## src/rtl/emac_irq_pkg.sv

```systemverilog
package emac_irq_pkg;

    localparam int DW = 8;
    localparam int AW = 3;

    typedef enum logic [AW-1:0] {
        A_TXSTAT = 3'd0,
        A_TXMASK = 3'd1,
        A_RXSTAT = 3'd2,
        A_RXMASK = 3'd3,
        A_SUMM   = 3'd4
    } reg_addr_e;

    // Bits that physically exist in each status register
    localparam logic [DW-1:0] TX_VALID = 8'hFF;
    localparam logic [DW-1:0] RX_VALID = 8'h9F;

    typedef struct packed {
        logic diag;
        logic rsv;
        logic rx_busy;
        logic tx_busy;
        logic dma_busy;
        logic dma_int_n;
        logic rx_int_n;
        logic tx_int_n;
    } summ_t;

    function automatic logic any_pending(input logic [DW-1:0] flags,
                                         input logic [DW-1:0] mask);
        return |(flags & mask);
    endfunction

endpackage

```

## src/rtl/emac_evt_latch.sv

```systemverilog
module emac_evt_latch #(
    parameter int          W     = 8,
    parameter logic [W-1:0] VALID = '1
) (
    input  logic         clk,
    input  logic         rst,
    input  logic [W-1:0] evt,
    input  logic         clr_en,
    input  logic [W-1:0] clr_bits,
    output logic [W-1:0] flags
);
    logic [W-1:0] clr_vec;
    logic [W-1:0] nxt;

    always_comb begin
        clr_vec = clr_en ? clr_bits : '0;
        // event takes priority over a simultaneous clear
        nxt = ((flags & ~clr_vec) | evt) & VALID;
    end

    always_ff @(posedge clk) begin
        if (rst) flags <= '0;
        else     flags <= nxt;
    end
endmodule

```

## src/rtl/emac_mask_reg.sv

```systemverilog
module emac_mask_reg #(
    parameter int W = 8
) (
    input  logic         clk,
    input  logic         rst,
    input  logic         we,
    input  logic [W-1:0] wdata,
    output logic [W-1:0] q
);
    always_ff @(posedge clk) begin
        if (rst)     q <= '0;
        else if (we) q <= wdata;
    end
endmodule

```

## src/rtl/emac_summary.sv

```systemverilog
module emac_summary
    import emac_irq_pkg::*;
(
    input  logic [DW-1:0] tx_flags,
    input  logic [DW-1:0] tx_mask,
    input  logic [DW-1:0] rx_flags,
    input  logic [DW-1:0] rx_mask,
    input  logic          dma_pend,
    input  logic          tx_busy,
    input  logic          rx_busy,
    input  logic          dma_busy,
    output summ_t         summ
);
    always_comb begin
        summ           = '0;
        summ.tx_int_n  = ~any_pending(tx_flags, tx_mask);
        summ.rx_int_n  = ~any_pending(rx_flags, rx_mask);
        summ.dma_int_n = ~dma_pend;
        summ.dma_busy  = dma_busy;
        summ.tx_busy   = tx_busy;
        summ.rx_busy   = rx_busy;
    end
endmodule

```

## src/rtl/emac_irq_unit.sv

```systemverilog
module emac_irq_unit
    import emac_irq_pkg::*;
(
    input  logic          clk,
    input  logic          rst,
    input  logic [DW-1:0] tx_evt,
    input  logic [DW-1:0] rx_evt,
    input  logic          dma_done,
    input  logic          tx_busy,
    input  logic          rx_busy,
    input  logic          dma_busy,
    input  logic [AW-1:0] reg_addr,
    input  logic          reg_wr,
    input  logic [DW-1:0] reg_wdata,
    output logic [DW-1:0] reg_rdata,
    output logic          irq
);
    logic [DW-1:0] tx_flags, rx_flags, tx_mask, rx_mask;
    logic          dma_pend;
    summ_t         summ;

    logic wr_txs, wr_txm, wr_rxs, wr_rxm, wr_sum;

    always_comb begin
        wr_txs = reg_wr && (reg_addr == A_TXSTAT);
        wr_txm = reg_wr && (reg_addr == A_TXMASK);
        wr_rxs = reg_wr && (reg_addr == A_RXSTAT);
        wr_rxm = reg_wr && (reg_addr == A_RXMASK);
        wr_sum = reg_wr && (reg_addr == A_SUMM);
    end

    emac_evt_latch #(.W(DW), .VALID(TX_VALID)) u_tx_latch (
        .clk(clk), .rst(rst), .evt(tx_evt), .clr_en(wr_txs),
        .clr_bits(reg_wdata), .flags(tx_flags)
    );

    emac_evt_latch #(.W(DW), .VALID(RX_VALID)) u_rx_latch (
        .clk(clk), .rst(rst), .evt(rx_evt), .clr_en(wr_rxs),
        .clr_bits(reg_wdata), .flags(rx_flags)
    );

    emac_mask_reg #(.W(DW)) u_tx_mask (
        .clk(clk), .rst(rst), .we(wr_txm), .wdata(reg_wdata), .q(tx_mask)
    );

    emac_mask_reg #(.W(DW)) u_rx_mask (
        .clk(clk), .rst(rst), .we(wr_rxm), .wdata(reg_wdata), .q(rx_mask)
    );

    always_ff @(posedge clk) begin
        if (rst)           dma_pend <= 1'b0;
        else if (dma_done) dma_pend <= 1'b1;
        else if (wr_sum)   dma_pend <= 1'b0;
    end

    emac_summary u_summary (
        .tx_flags(tx_flags), .tx_mask(tx_mask),
        .rx_flags(rx_flags), .rx_mask(rx_mask),
        .dma_pend(dma_pend), .tx_busy(tx_busy),
        .rx_busy(rx_busy), .dma_busy(dma_busy),
        .summ(summ)
    );

    always_comb begin
        unique case (reg_addr)
            A_TXSTAT: reg_rdata = tx_flags;
            A_TXMASK: reg_rdata = tx_mask;
            A_RXSTAT: reg_rdata = rx_flags;
            A_RXMASK: reg_rdata = rx_mask;
            A_SUMM:   reg_rdata = summ;
            default:  reg_rdata = '0;
        endcase
    end

    assign irq = ~(summ.tx_int_n & summ.rx_int_n);
endmodule

```

## config.mk

```make
export PLATFORM = sky130hd
export DESIGN_NAME = emac_irq_unit
export DESIGN_NICKNAME = d
export VERILOG_FILES = /design/src/rtl/emac_irq_pkg.sv /design/src/rtl/emac_evt_latch.sv /design/src/rtl/emac_mask_reg.sv /design/src/rtl/emac_summary.sv /design/src/rtl/emac_irq_unit.sv
export SDC_FILE = /design/constraint.sdc
export NUM_CORES = 1
export LEC_CHECK = 0
export ABC_CLOCK_PERIOD_IN_PS = 2400
export BUFFER_PORTS_ARGS = -buffer_cell sky130_fd_sc_hd__buf_2
export CORE_MARGIN = 3
export CORE_UTILIZATION = 45
export CTS_CLUSTER_SIZE = 30
export DETAILED_ROUTE_END_ITERATION = 10
export PLACE_DENSITY = 0.65
export SYNTH_ARGS = -nofsm -noshare
export SYNTH_HDL_FRONTEND = slang
export SYNTH_HIERARCHICAL = 1
export SYNTH_SLANG_ARGS = --single-unit
```

## constraint.sdc

```tcl
create_clock -name clk -period 2.4 [get_ports clk]
set_input_delay 0.48 -clock clk [delete_from_list [all_inputs] [get_ports clk]]
set_output_delay 0.48 -clock clk [all_outputs]
set_load 0.02 [all_outputs]
```

Word level (Yosys, flattened, before mapping)

Index checks and enable logic that the tools add are counted.

Bits of input ports: 34
Output and inout bits: 9
Bits in registers: 33

Bitwise operators: 13
Muxes and demuxes: 5
Equal/unequal tests: 4
Reduce and logical (&&, ||, !) cells: 9

Operators with widths:

| kind                                                                  | count |
|---|---|
| 8-bit case mux with 5 select lines                                    | 1 |
| 8-bit bitwise AND                                                     | 4 |
| 8-bit 2-to-1 mux                                                      | 2 |
| 8-bit NOT                                                             | 2 |
| 8-bit OR                                                              | 2 |
| 8-bit OR reduction                                                    | 2 |
| 3-bit by 2-bit equality test with 1-bit output, second input constant | 2 |
| 1-bit logical AND                                                     | 5 |
| 1-bit NOT                                                             | 4 |
| 3-bit by 1-bit equality test with 1-bit output, second input constant | 1 |
| 3-bit equality test, second input constant                            | 1 |
| 3-bit zero test                                                       | 1 |
| 1-bit 2-to-1 mux                                                      | 2 |
| 2-bit nonzero test                                                    | 1 |
| 1-bit bitwise AND                                                     | 1 |

Logic depth before layout (Yosys ltp)

Gate-level depths: netlist of the first run.

Word-level depth: 6
Gate-level depth with buffers: 7
Depth with buffers taken out: 4

Modules after synthesis

The synthesis of the first run kept the hierarchy.

By module, submodules not included:

| module                       | cells an instance | seq. area each (um2) | area an instance (um2) | times used |
|---|---|---|---|---|
| emac_mask_reg                | 26                | 160.2                | 285.3                  | 2 |
| emac_irq_unit                | 54                | 20.0                 | 447.9                  | 1 |
| emac_evt_latch at u_tx_latch | 34                | 160.2                | 359.1                  | 1 |
| emac_evt_latch at u_rx_latch | 27                | 120.1                | 236.5                  | 1 |
| emac_summary                 | 17                | 0.0                  | 122.6                  | 1 |

Worst setup path after synthesis of the first run

No wires, ideal clock.

Kind: in2out
From: input reg_addr[0]
To: output reg_rdata[3]
Slack: 0.466 ns
Required time: 1.920 ns
Data arrival time: 1.454 ns
Stages: 5
Buffers on the path: 2
Cells stage by stage: buf_6 > and2b_1 > buf_2 > a22oi_1 > o21ai_0

Word-level cells in the longest chain between the ends: 2
Elaborated cells on any way between the ends: 6
Classes of those cells: 4 x eq/ne; 1 x mux; 1 x reduce/logical

RTL lines:

| what                                              | RTL line            | RTL |
|---|---|---|
| start, declared                                   | emac_irq_unit.sv:12 | `input logic [AW-1:0] reg_addr,` |
| 3-bit equality test, or another cell as far along | emac_irq_unit.sv:65 | `unique case (reg_addr)` |
| 8-bit case mux with 5 select lines *              | emac_irq_unit.sv:65 |  |
| end, declared                                     | emac_irq_unit.sv:15 | `output logic [DW-1:0] reg_rdata,` |

Every way passes the cells marked *; elsewhere a longest branch is shown, timed or not.

Final worst setup path of the first run

From: input reg_addr[0]
To: output reg_rdata[4]

Same word-level chain as after synthesis.

==> metrics.md, run 1 <==
| Metric | Value |
|---|---|
| CP Capture Type | `primary output` |
| LEAKAGE | `~0.86 nW` |
| Final Hold Fails | `0` |
| Max Cap Violations | `0` |
| Clk slew on worst S/H paths | `60 ps` |
| Hold/Removal Path Class | `primary input to register` |
| Via/cell ratio | `5.67` |
| Area Growth Syn to Fin | `16.4%` |
| Starting density of the core | `49.3%` |
| Setup crit start kind | `primary input` |
| H-tree Lvls | `2` |
| Internal power | `approximately 0.85 mW` |
| Final wirelength | `4230 um` |
| Clock Tree Root | `clkbuf_8` |
| # resized after CTS | `0` |
| Vias in the first global route | `~1500` |
| Worst-Margin Slew | `633 ps` |
| Row count | `21` |
| Clock sinks | `31` |
| Crit share post-route | `89.1%` |
| Final HPWL DP | `3100 um` |
| Worst Setup SP | `reg_addr[0]` |
| CORE AREA | `3520 um2` |
| Tot GR Track Use | `20.7%` |
| DP Area | `1930 um2` |
| Hold Slack | `around 410 ps` |
| HP Start | `dma_done` |
| Slew HR | `57.8%` |
| Synth Cell Area | `1740 um2` |
| CTS tree | `built` |
| Worst r2r src | `u_tx_latch/flags[0]$_SDFF_PP0_` |
| Fmax achieved | `0.467 GHz` |
| Register area share after synthesis | `35.7%` |
| Initial antenna violation count | `0` |
| Minimum clock period | `2140 ps` |
| Die width | `between 60 and 70 um` |
| Vias | `1525` |
| Fin cells | `269` |
| Largest net degree at the start of global routing | `32` |
| Combinational Power Share | `16.8%` |
| Height of the die | `68.1 um` |
| Fill cell total of the finished layout | `around 320` |
| DRC viols | `0` |
| Setup TNS | `0 ps` |
| Net switching share of the total power | `27.0%` |
| Number of I/O pins | `43` |
| Num CTS Buffers | `5` |
| GRT Residual Overflow | `0` |
| WP data required | `1920 ps` |
| Clock power share | `35.3%` |
| Final setup vio count | `0` |
| Bufs on Longest Clock Path | `2` |
| Design area | `2020 um2` |
| Hold Buf Count CTS | `0` |
| Power consumption | `1.16 mW` |
| Final Max Tran Viols | `0` |
| Nets@finish | `257` |
| Die area | `4640 um2` |
| Initial DRC count | `78` |
| Max VDD drop | `0.394 mV` |
| First-pass GRT wire length | `6980 um` |
| Post-CTS setup buffer count | `0` |
| Syn_area_per_cell | `9.44 um2` |
| P_sw | `between 0.3 and 0.4 mW` |
| Port bufs | `40` |
| GP Congestion | `0.806` |
| Clk Latency, worst-skew pair | `280 ps` |
| Antenna Nets Post-Route | `0` |
| Synth warn | `6` |
| Share of power burned in registers | `between 40 and 50%` |
| DRT Pass-1 Iters | `4` |
| WS Path Type | `primary input to primary output` |
| P per Cell Area | `576 nW/um2` |
| Placed Instances | `262` |
| Unrepaired setup endpoints after global routing | `false` |
| Utilization after layout | `57.4%` |
| Fraction of layout cells with a size suffix above 1 | `33.6%` |
| Yosys reg bits | `31` |
| Setup ws final | `between 200 and 300 ps` |
| Netlist cell types | `29` |
| Outcome | `completed` |
| Wire per inst | `15.7 um` |
| Dpl ws | `287 ps` |
| Arrival time worst endpoint | `~1700 ps` |
| Final Skew | `0 ps` |
| Mapped Cells | `184` |
| Ant diodes | `0` |
| CP Max Fanout | `16` |
==> layout make-up <==
type	instances	area, um2	share of cell area [%]
clock buffer	6	82.6	4.09
clock inverter	1	5.00	0.248
inverter	16	60.1	2.97
multi-input combinational	119	920	45.5
sequential	31	621	30.7
tap	46	57.6	2.85
timing repair buffer	50	275	13.6
==> power by group through the flow <==
stage / logic [mW] / registers, mW / clock network [mW]
6_report: 0.196 / 0.558 / 0.410
3_3_place_gp: 0.188 / 0.569 / 0
5_1_grt: 0.214 / 0.562 / 0.443
2_1_floorplan: 0.135 / 0.564 / 0
3_5_place_dp: 0.194 / 0.570 / 0
4_1_cts: 0.195 / 0.558 / 0.419
==> synthesized netlist by cell type <==
cell,n,share of area [%]
inv_1,16,3.5
nor2b_1,2,0.72
a32oi_1,8,4.0
nor4b_1,2,1.0
and4_1,2,1.0
mux2_2,3,1.9
a311oi_2,8,6.9
a22oi_1,15,6.5
o21ai_1,6,1.7
nand4bb_1,1,0.65
a2bb2oi_1,1,0.50
mux2_4,5,4.3
buf_2,4,1.2
a311oi_1,6,3.0
and2b_1,1,0.43
conb_1,2,0.43
o21ai_0,2,0.58
buf_12,1,1.2
mux2i_1,16,9.2
buf_1,2,0.43
buf_4,8,3.5
nor4bb_1,1,0.58
a21oi_1,1,0.29
and4b_1,1,0.58
nor2_1,32,6.9
dfxtp_1,31,36
buf_6,4,2.6
clkbuf_1,1,0.22
nand2_1,2,0.43
==> sequential cells by signal, indices dropped and copies added, names as in the netlist <==
register / flops
u_rx_mask/q: 8
dma_pend: 1
u_rx_latch/flags: 6
u_tx_latch/flags: 8
u_tx_mask/q: 8
==> cells in the final DEF, fill, tap and decap left out <==
cell type | Yosys | final
buf_2 | 4 | 40
nor2_1 | 32 | 32
dfxtp_1 | 31 | 31
inv_1 | 16 | 16
mux2i_1 | 16 | 16
a22oi_1 | 15 | 15
buf_4 | 8 | 10
a32oi_1 | 8 | 8
a311oi_2 | 8 | 8
o21ai_1 | 6 | 6
clkbuf_8 | 0 | 6
a311oi_1 | 6 | 6
mux2_4 | 5 | 5
conb_1 | 2 | 4
mux2_2 | 3 | 3
nand2_1 | 2 | 2
nor2b_1 | 2 | 2
o21ai_0 | 2 | 2
nor4b_2 | 0 | 2
and4_1 | 2 | 2
a2bb2oi_1 | 1 | 1
and2b_1 | 1 | 1
nor4bb_1 | 1 | 1
and4b_1 | 1 | 1
nand4bb_1 | 1 | 1
a21oi_1 | 1 | 1
clkinv_2 | 0 | 1
==> kinds of logic (layout without fill, tap and decap cells) <==
family / after synthesis / count (layout) / share of synthesized area (%)
AOI/OAI and AO/OA: 47 / 47 / 23.6
buffers and inverters: 36 / 73 / 12.5
DFF: 31 / 31 / 35.7
muxes: 24 / 24 / 15.5
other: 2 / 4 / 0.432
and+or+nand+nor: 44 / 44 / 12.3
==> worst paths after layout <==
| path | to | slack [ps] | cells past startpoint |
|---|---|---|---|
| worst min register to register | u_rx_latch/flags[4]$_SDFF_PP0_ | 500 | 2 |
| worst max-delay path | reg_rdata[4] | 260 | 6 |
| worst min-delay path | dma_pend$_SDFFE_PP0P_ | 410 | 3 |
| worst max register to register | u_tx_latch/flags[0]$_SDFF_PP0_ | 1640 | 2 |
==> worst max-delay path, cell delays in order <==
cell and delay [ps]:
buf_2 320, nor2b_1 220, buf_4 160, a22oi_1 70
o21ai_0 190, buf_2 200
==> layer usage <==
metal / track usage (%) / up-vias / share of wire (%)
li1: - / 735 / -
met1: 26.1 / 742 / 43
met2: 33.2 / 38 / 49
met3: 4.60 / 10 / 5.4
met4: 9.93 / 0 / 2.3
met5: 0 / - / 0
Note: power is estimated with default switching activity, not from simulation.
==> run 2, diff against run 1 <==
--- a/config.mk
+++ b/config.mk
@@ -11,6 +11,7 @@
 export CORE_UTILIZATION = 45
 export CTS_CLUSTER_SIZE = 30
 export DETAILED_ROUTE_END_ITERATION = 10
+export MAX_ROUTING_LAYER = met4
 export PLACE_DENSITY = 0.65
 export SYNTH_ARGS = -nofsm -noshare
 export SYNTH_HDL_FRONTEND = slang
==> run 2 against run 1 <==
Net effect:
- via count is the same
- die area stayed put
- global-route usage is 0.62 points higher
- sequential cell count did not move
- final area did not move
- sequential power about the same
- worst hold slack improved by 2.4 ps
- routed wire length rose by 1.1%
- largest power group unchanged
==> metrics.md, run 2 (same netlist as run 1, synthesis figures left out) <==
| Metric | Value |
|---|---|
| Minimum clock period | `~2100 ps` |
| DRC viols | `0` |
| Clock sinks | `31` |
| Slew HR | `58.4%` |
| Fill cell total of the finished layout | `approximately 320` |
| Combinational Power Share | `16.8%` |
| Net switching share of the total power | `26.9%` |
| P per Cell Area | `576 nW/um2` |
| Delay-heaviest family, CP | `buffers and inverters` |
| Vias | `1525` |
| First-pass GRT wire length | `6990 um` |
| Power consumption | `approximately 1.2 mW` |
| Die width | `68.1 um` |
| Starting density of the core | `49.3%` |
| P_sw | `~0.31 mW` |
| Unrepaired setup endpoints after global routing | `false` |
| LEAKAGE | `roughly 0.86 nW` |
| Commonest non-fill, non-tap cell in the layout | `buf_2` |
| Port bufs | `40` |
| Vias in the first global route | `approximately 1500` |
| GP Congestion | `around 0.82` |
| Setup TNS | `0 ps` |
| Height of the die | `68.1 um` |
| Largest net degree at the start of global routing | `32` |
| GRT Residual Overflow | `0` |
| Worst-Margin Slew | `623 ps` |
| Most frequent cells in the layout | `buf_2, nor2_1, dfxtp_1, inv_1, mux2i_1` |
| CP cell instances | `buf_2 -> nor2b_1 -> buf_4 -> a22oi_1 -> o21ai_0 -> buf_2` |
| Clk slew on worst S/H paths | `60 ps` |
| Most used cell, CP | `buf_2` |
| Fmax achieved | `0.467 GHz` |
| # resized after CTS | `0` |
| Arrival time worst endpoint | `1660 ps` |
| CP Max Fanout | `16` |
| Initial DRC count | `84` |
| Final Hold Fails | `0` |
| Multi-input gate area | `920 um2` |
| Antenna Nets Post-Route | `0` |
| Wire per inst | `roughly 16 um` |
| Hold/Removal Path Class | `primary input to register` |
| Post-CTS setup buffer count | `0` |
| Num CTS Buffers | `5` |
| Final wirelength | `approximately 4300 um` |
| Clock power share | `35.2%` |
| Final HPWL DP | `just over 3000 um` |
| Crit path buf inv count | `3` |
| Tot GR Track Use | `21.3%` |
| Crit share post-route | `between 80% and 90%` |
| WP data required | `approximately 1900 ps` |
| Max stage delay on crit path | `330 ps` |
| Die area | `4640 um2` |
| H-tree Lvls | `2` |
| FF+latch area | `between 600 and 700 um2` |
| Share of power burned in registers | `48.0%` |
| Clk Latency, worst-skew pair | `280 ps` |
| DRT Pass-1 Iters | `4` |
| Outcome | `completed` |
| CP Capture Type | `primary output` |
| Max VDD drop | `0.397 mV` |
| Worst path slowest cell | `buf_2` |
| Hold Buf Count CTS | `0` |
| Area Growth Syn to Fin | `16.4%` |
| Nets@finish | `about 260` |
| WS Path Type | `primary input to primary output` |
| CTS tree | `built` |
| Largest registers | `u_rx_mask/q x8, u_tx_latch/flags x8, u_tx_mask/q x8` |
| Initial antenna violation count | `0` |
| Final setup vio count | `0` |
| Final Skew | `0 ps` |
| Fraction of layout cells with a size suffix above 1 | `33.6%` |
| CORE AREA | `around 3500 um2` |
| Number of I/O pins | `43` |
| Clock Tree Root | `clkbuf_8` |
| Via/cell ratio | `5.67` |
| Max Cap Violations | `0` |
| Internal power | `0.850 mW` |
| Final Max Tran Viols | `0` |
| Bufs on Longest Clock Path | `2` |
| Ant diodes | `0` |
| Row count | `21` |
| Setup crit start kind | `primary input` |
run 2: worst paths after layout:
kind              depth (start not counted)  slack [ps]                      startpoint                        endpoint
setup / recovery                          6         260                     reg_addr[0]                    reg_rdata[4]
hold / removal                            3         420                        dma_done           dma_pend$_SDFFE_PP0P_
setup reg to reg                          2        1640  u_tx_latch/flags[0]$_SDFF_PP0_  u_tx_latch/flags[0]$_SDFF_PP0_
hold reg to reg                           2         500  u_rx_latch/flags[4]$_SDFF_PP0_  u_rx_latch/flags[4]$_SDFF_PP0_
run 2: area by class of cell:
class,count,area share (%)
clock inverters,1,0.248
inverters,16,2.97
flip-flops and latches,31,30.7
multi-input cells,119,45.5
repair buffers,50,13.6
clock buffers,6,4.09
well taps,46,2.85
run 2: per-layer routing:
metal | vias to the layer above | GRT usage (%) | part of all wire [%]
met5 | - | - | 0
met1 | 732 | 26.5 | 43
met4 | 0 | 9.93 | 2.0
met2 | 50 | 32.9 | 48
met3 | 9 | 4.60 | 6.9
li1 | 734 | - | -
run 2: power groups by stage:
stage               clock network [mW]  registers (mW)  logic (mW)
floorplan                            0           0.564       0.135
global placement                     0           0.569       0.188
detailed placement                   0           0.570       0.194
CTS                              0.419           0.558       0.195
global route                     0.443           0.562       0.214
finish                           0.410           0.558       0.196
run 2: tightest hold or removal path: cells and delay by family:
kind | cells | cell delay, ps
buffers and inverters | 1 | 80
and+or+nand+nor | 1 | 70
AOI/OAI and AO/OA | 1 | 30
run 2: per-stage QoR:
| step | utilization (%) | setup slack [ps] | hold WS, ps | instances | cell area [um2] |
|---|---|---|---|---|---|
| detailed placement | 54.9 | 287 | 488 | 262 | 1930 |
| finish | 57.4 | 258 | 417 | 269 | 2020 |
| CTS | 57.4 | 280 | 408 | 269 | 2020 |
| floorplan | - | 466 | 451 | 186 | 1740 |
| global route | 57.4 | 146 | 432 | 269 | 2020 |
| global placement | 54.9 | 265 | 465 | 262 | 1930 |
==> run 3, diff against run 2 <==
--- a/config.mk
+++ b/config.mk
@@ -5,14 +5,14 @@
 export SDC_FILE = /design/constraint.sdc
 export NUM_CORES = 1
 export LEC_CHECK = 0
-export ABC_CLOCK_PERIOD_IN_PS = 2400
+export ABC_CLOCK_PERIOD_IN_PS = 2100
 export BUFFER_PORTS_ARGS = -buffer_cell sky130_fd_sc_hd__buf_2
 export CORE_MARGIN = 3
 export CORE_UTILIZATION = 45
 export CTS_CLUSTER_SIZE = 30
 export DETAILED_ROUTE_END_ITERATION = 10
-export MAX_ROUTING_LAYER = met4
 export PLACE_DENSITY = 0.65
+export SETUP_SLACK_MARGIN = 0.5
 export SYNTH_ARGS = -nofsm -noshare
 export SYNTH_HDL_FRONTEND = slang
 export SYNTH_HIERARCHICAL = 1
==> constraint.sdc (replaced) <==
create_clock -name clk -period 2.1 [get_ports clk]
set_input_delay 0.42 -clock clk [delete_from_list [all_inputs] [get_ports clk]]
set_output_delay 0.42 -clock clk [all_outputs]
set_load 0.02 [all_outputs]
==> run 3 against run 2 <==
Net effect:
- sequential share of layout area fell by 3.2 points
- clock-buffer cell count stayed put
- routed wire length grew 19%
==> metrics.md, run 3 (same netlist as run 1, synthesis figures left out) <==
| Metric | Value |
|---|---|
| Outcome | `completed` |
| LEAKAGE | `0.964 nW` |
| Height of the die | `68.1 um` |
| CORE AREA | `3520 um2` |
| Power consumption | `1.36 mW` |
| Largest registers | `u_rx_mask/q x8, u_tx_latch/flags x8, u_tx_mask/q x8` |
| Hold/Removal Path Class | `primary input to register` |
| Final wirelength | `5100 um` |
| Port bufs | `40` |
| CP Capture Type | `primary output` |
| Die area | `4640 um2` |
| DRC viols | `0` |
| Initial DRC count | `118` |
| Initial antenna violation count | `0` |
| R2r setup slk | `1210 ps` |
| Arrival time worst endpoint | `1420 ps` |
| Clk Latency, worst-skew pair | `280 ps` |
| CTS tree | `built` |
| Vias in the first global route | `1604` |
| Worst-Margin Slew | `roughly 660 ps` |
| Minimum clock period | `1840 ps` |
| Fmax achieved | `~0.54 GHz` |
| Die width | `68.1 um` |
| Wire per inst | `18.7 um` |
| Crit share post-route | `between 80% and 90%` |
| GRT Residual Overflow | `0` |
| Commonest non-fill, non-tap cell in the layout | `nor2_1` |
| Unrepaired setup endpoints after global routing | `true` |
| Hold Buf Count CTS | `0` |
| Row count | `21` |
| Nets@finish | `between 200 and 300` |
| Via/cell ratio | `5.75` |
| Fraction of layout cells with a size suffix above 1 | `between 50% and 60%` |
| GP Congestion | `approximately 0.9` |
| First-pass GRT wire length | `7560 um` |
| Slew HR | `56.0%` |
| Number of I/O pins | `43` |
| Final HPWL DP | `between 3000 and 4000 um` |
| Setup TNS | `0 ps` |
| Bufs on Longest Clock Path | `2` |
| Antenna Nets Post-Route | `0` |
| CP Max Fanout | `3` |
| Most frequent cells in the layout | `nor2_1, buf_2, dfxtp_1, mux2i_1` |
| H-tree Lvls | `2` |
| Starting density of the core | `about half` |
| Area Growth Syn to Fin | `33.8%` |
| Clock Tree Root | `clkbuf_8` |
| Final setup vio count | `0` |
| Final Max Tran Viols | `0` |
| Setup ws final | `257 ps` |
| Vias | `roughly 1600` |
| Final Hold Fails | `0` |
| Num CTS Buffers | `5` |
| P per Cell Area | `between 500 and 600 nW/um2` |
| DRT Pass-1 Iters | `4` |
| Dpl ws | `roughly 120 ps` |
| Max Cap Violations | `0` |
| WP data required | `1680 ps` |
| Final Skew | `0 ps` |
| Setup crit start kind | `register` |
| Clk slew on worst S/H paths | `around 60 ps` |
| Max VDD drop | `0.408 mV` |
| WS Path Type | `register to primary output` |
| Tot GR Track Use | `22.4%` |
| Clock sinks | `31` |
| Ant diodes | `0` |
| Largest net degree at the start of global routing | `32` |
[run 3: cell count changes in the layout (fill, tap and decap cells not counted), moves of 8 or more]
cell	change
dfxtp_2	+14
a22oi_1	-12
buf_2	-10
a22oi_2	+12
dfxtp_1	-14
buf_6	+8
[run 3: what timing repair did]
action                     CTS  global route
gates cloned                 0             1
buffers inserted             4             2
pin swaps                   15            14
setup endpoints to repair   17             9
resized for setup           37            29
[run 3: power breakdown]
group          internal [mW]  total (mW)  switching [mW]
Sequential             0.619       0.647          0.0282
Clock                  0.220       0.422           0.202
Combinational          0.139       0.290           0.151
Total                  0.978        1.36           0.381
[run 3: path summary, 6_finish.rpt]
kind | start | end | cells after the start
setup / recovery | u_tx_mask/q[6]$_SDFFE_PP0P_ | reg_rdata[0] | 5
hold / removal | dma_done | dma_pend$_SDFFE_PP0P_ | 3
setup reg to reg | u_rx_mask/q[3]$_SDFFE_PP0P_ | u_rx_mask/q[3]$_SDFFE_PP0P_ | 4
hold reg to reg | u_rx_latch/flags[4]$_SDFF_PP0_ | u_rx_latch/flags[4]$_SDFF_PP0_ | 2
[run 3: routing by layer]
metal | global-route usage, % | wire (um)
met5 | 0 | 0
met3 | 5.42 | 336
met2 | 38.6 | 2610
met1 | 26.8 | 2050
met4 | 8.44 | 112
[run 3: area by class of cell]
class	count	area [um2]
fill	300	1200
clock buffer	6	72.6
sequential	31	638
timing repair buffer	55	405
multi-input combinational	119	1090
tap	46	57.6
inverter	16	63.8
[run 3: stage by stage]
| stage | util (%) | hold slack, ps | instances | area [um2] |
|---|---|---|---|---|
| after CTS | 61.5 | 371 | 270 | 2160 |
| final | 66.0 | 369 | 273 | 2320 |
| after detailed placement | 55.2 | 498 | 260 | 1940 |
| after floorplan | - | 451 | 186 | 1770 |
| after global routing | 66.0 | 378 | 273 | 2320 |
| after global placement | 55.2 | 471 | 260 | 1940 |
[run 3: critical path, cell delays in order, from the launching register on]
cell and delay, ps:
dfxtp_2 330, a22oi_2 200, and4_1 250, a22oi_2 70
o21ai_2 150, buf_6 140
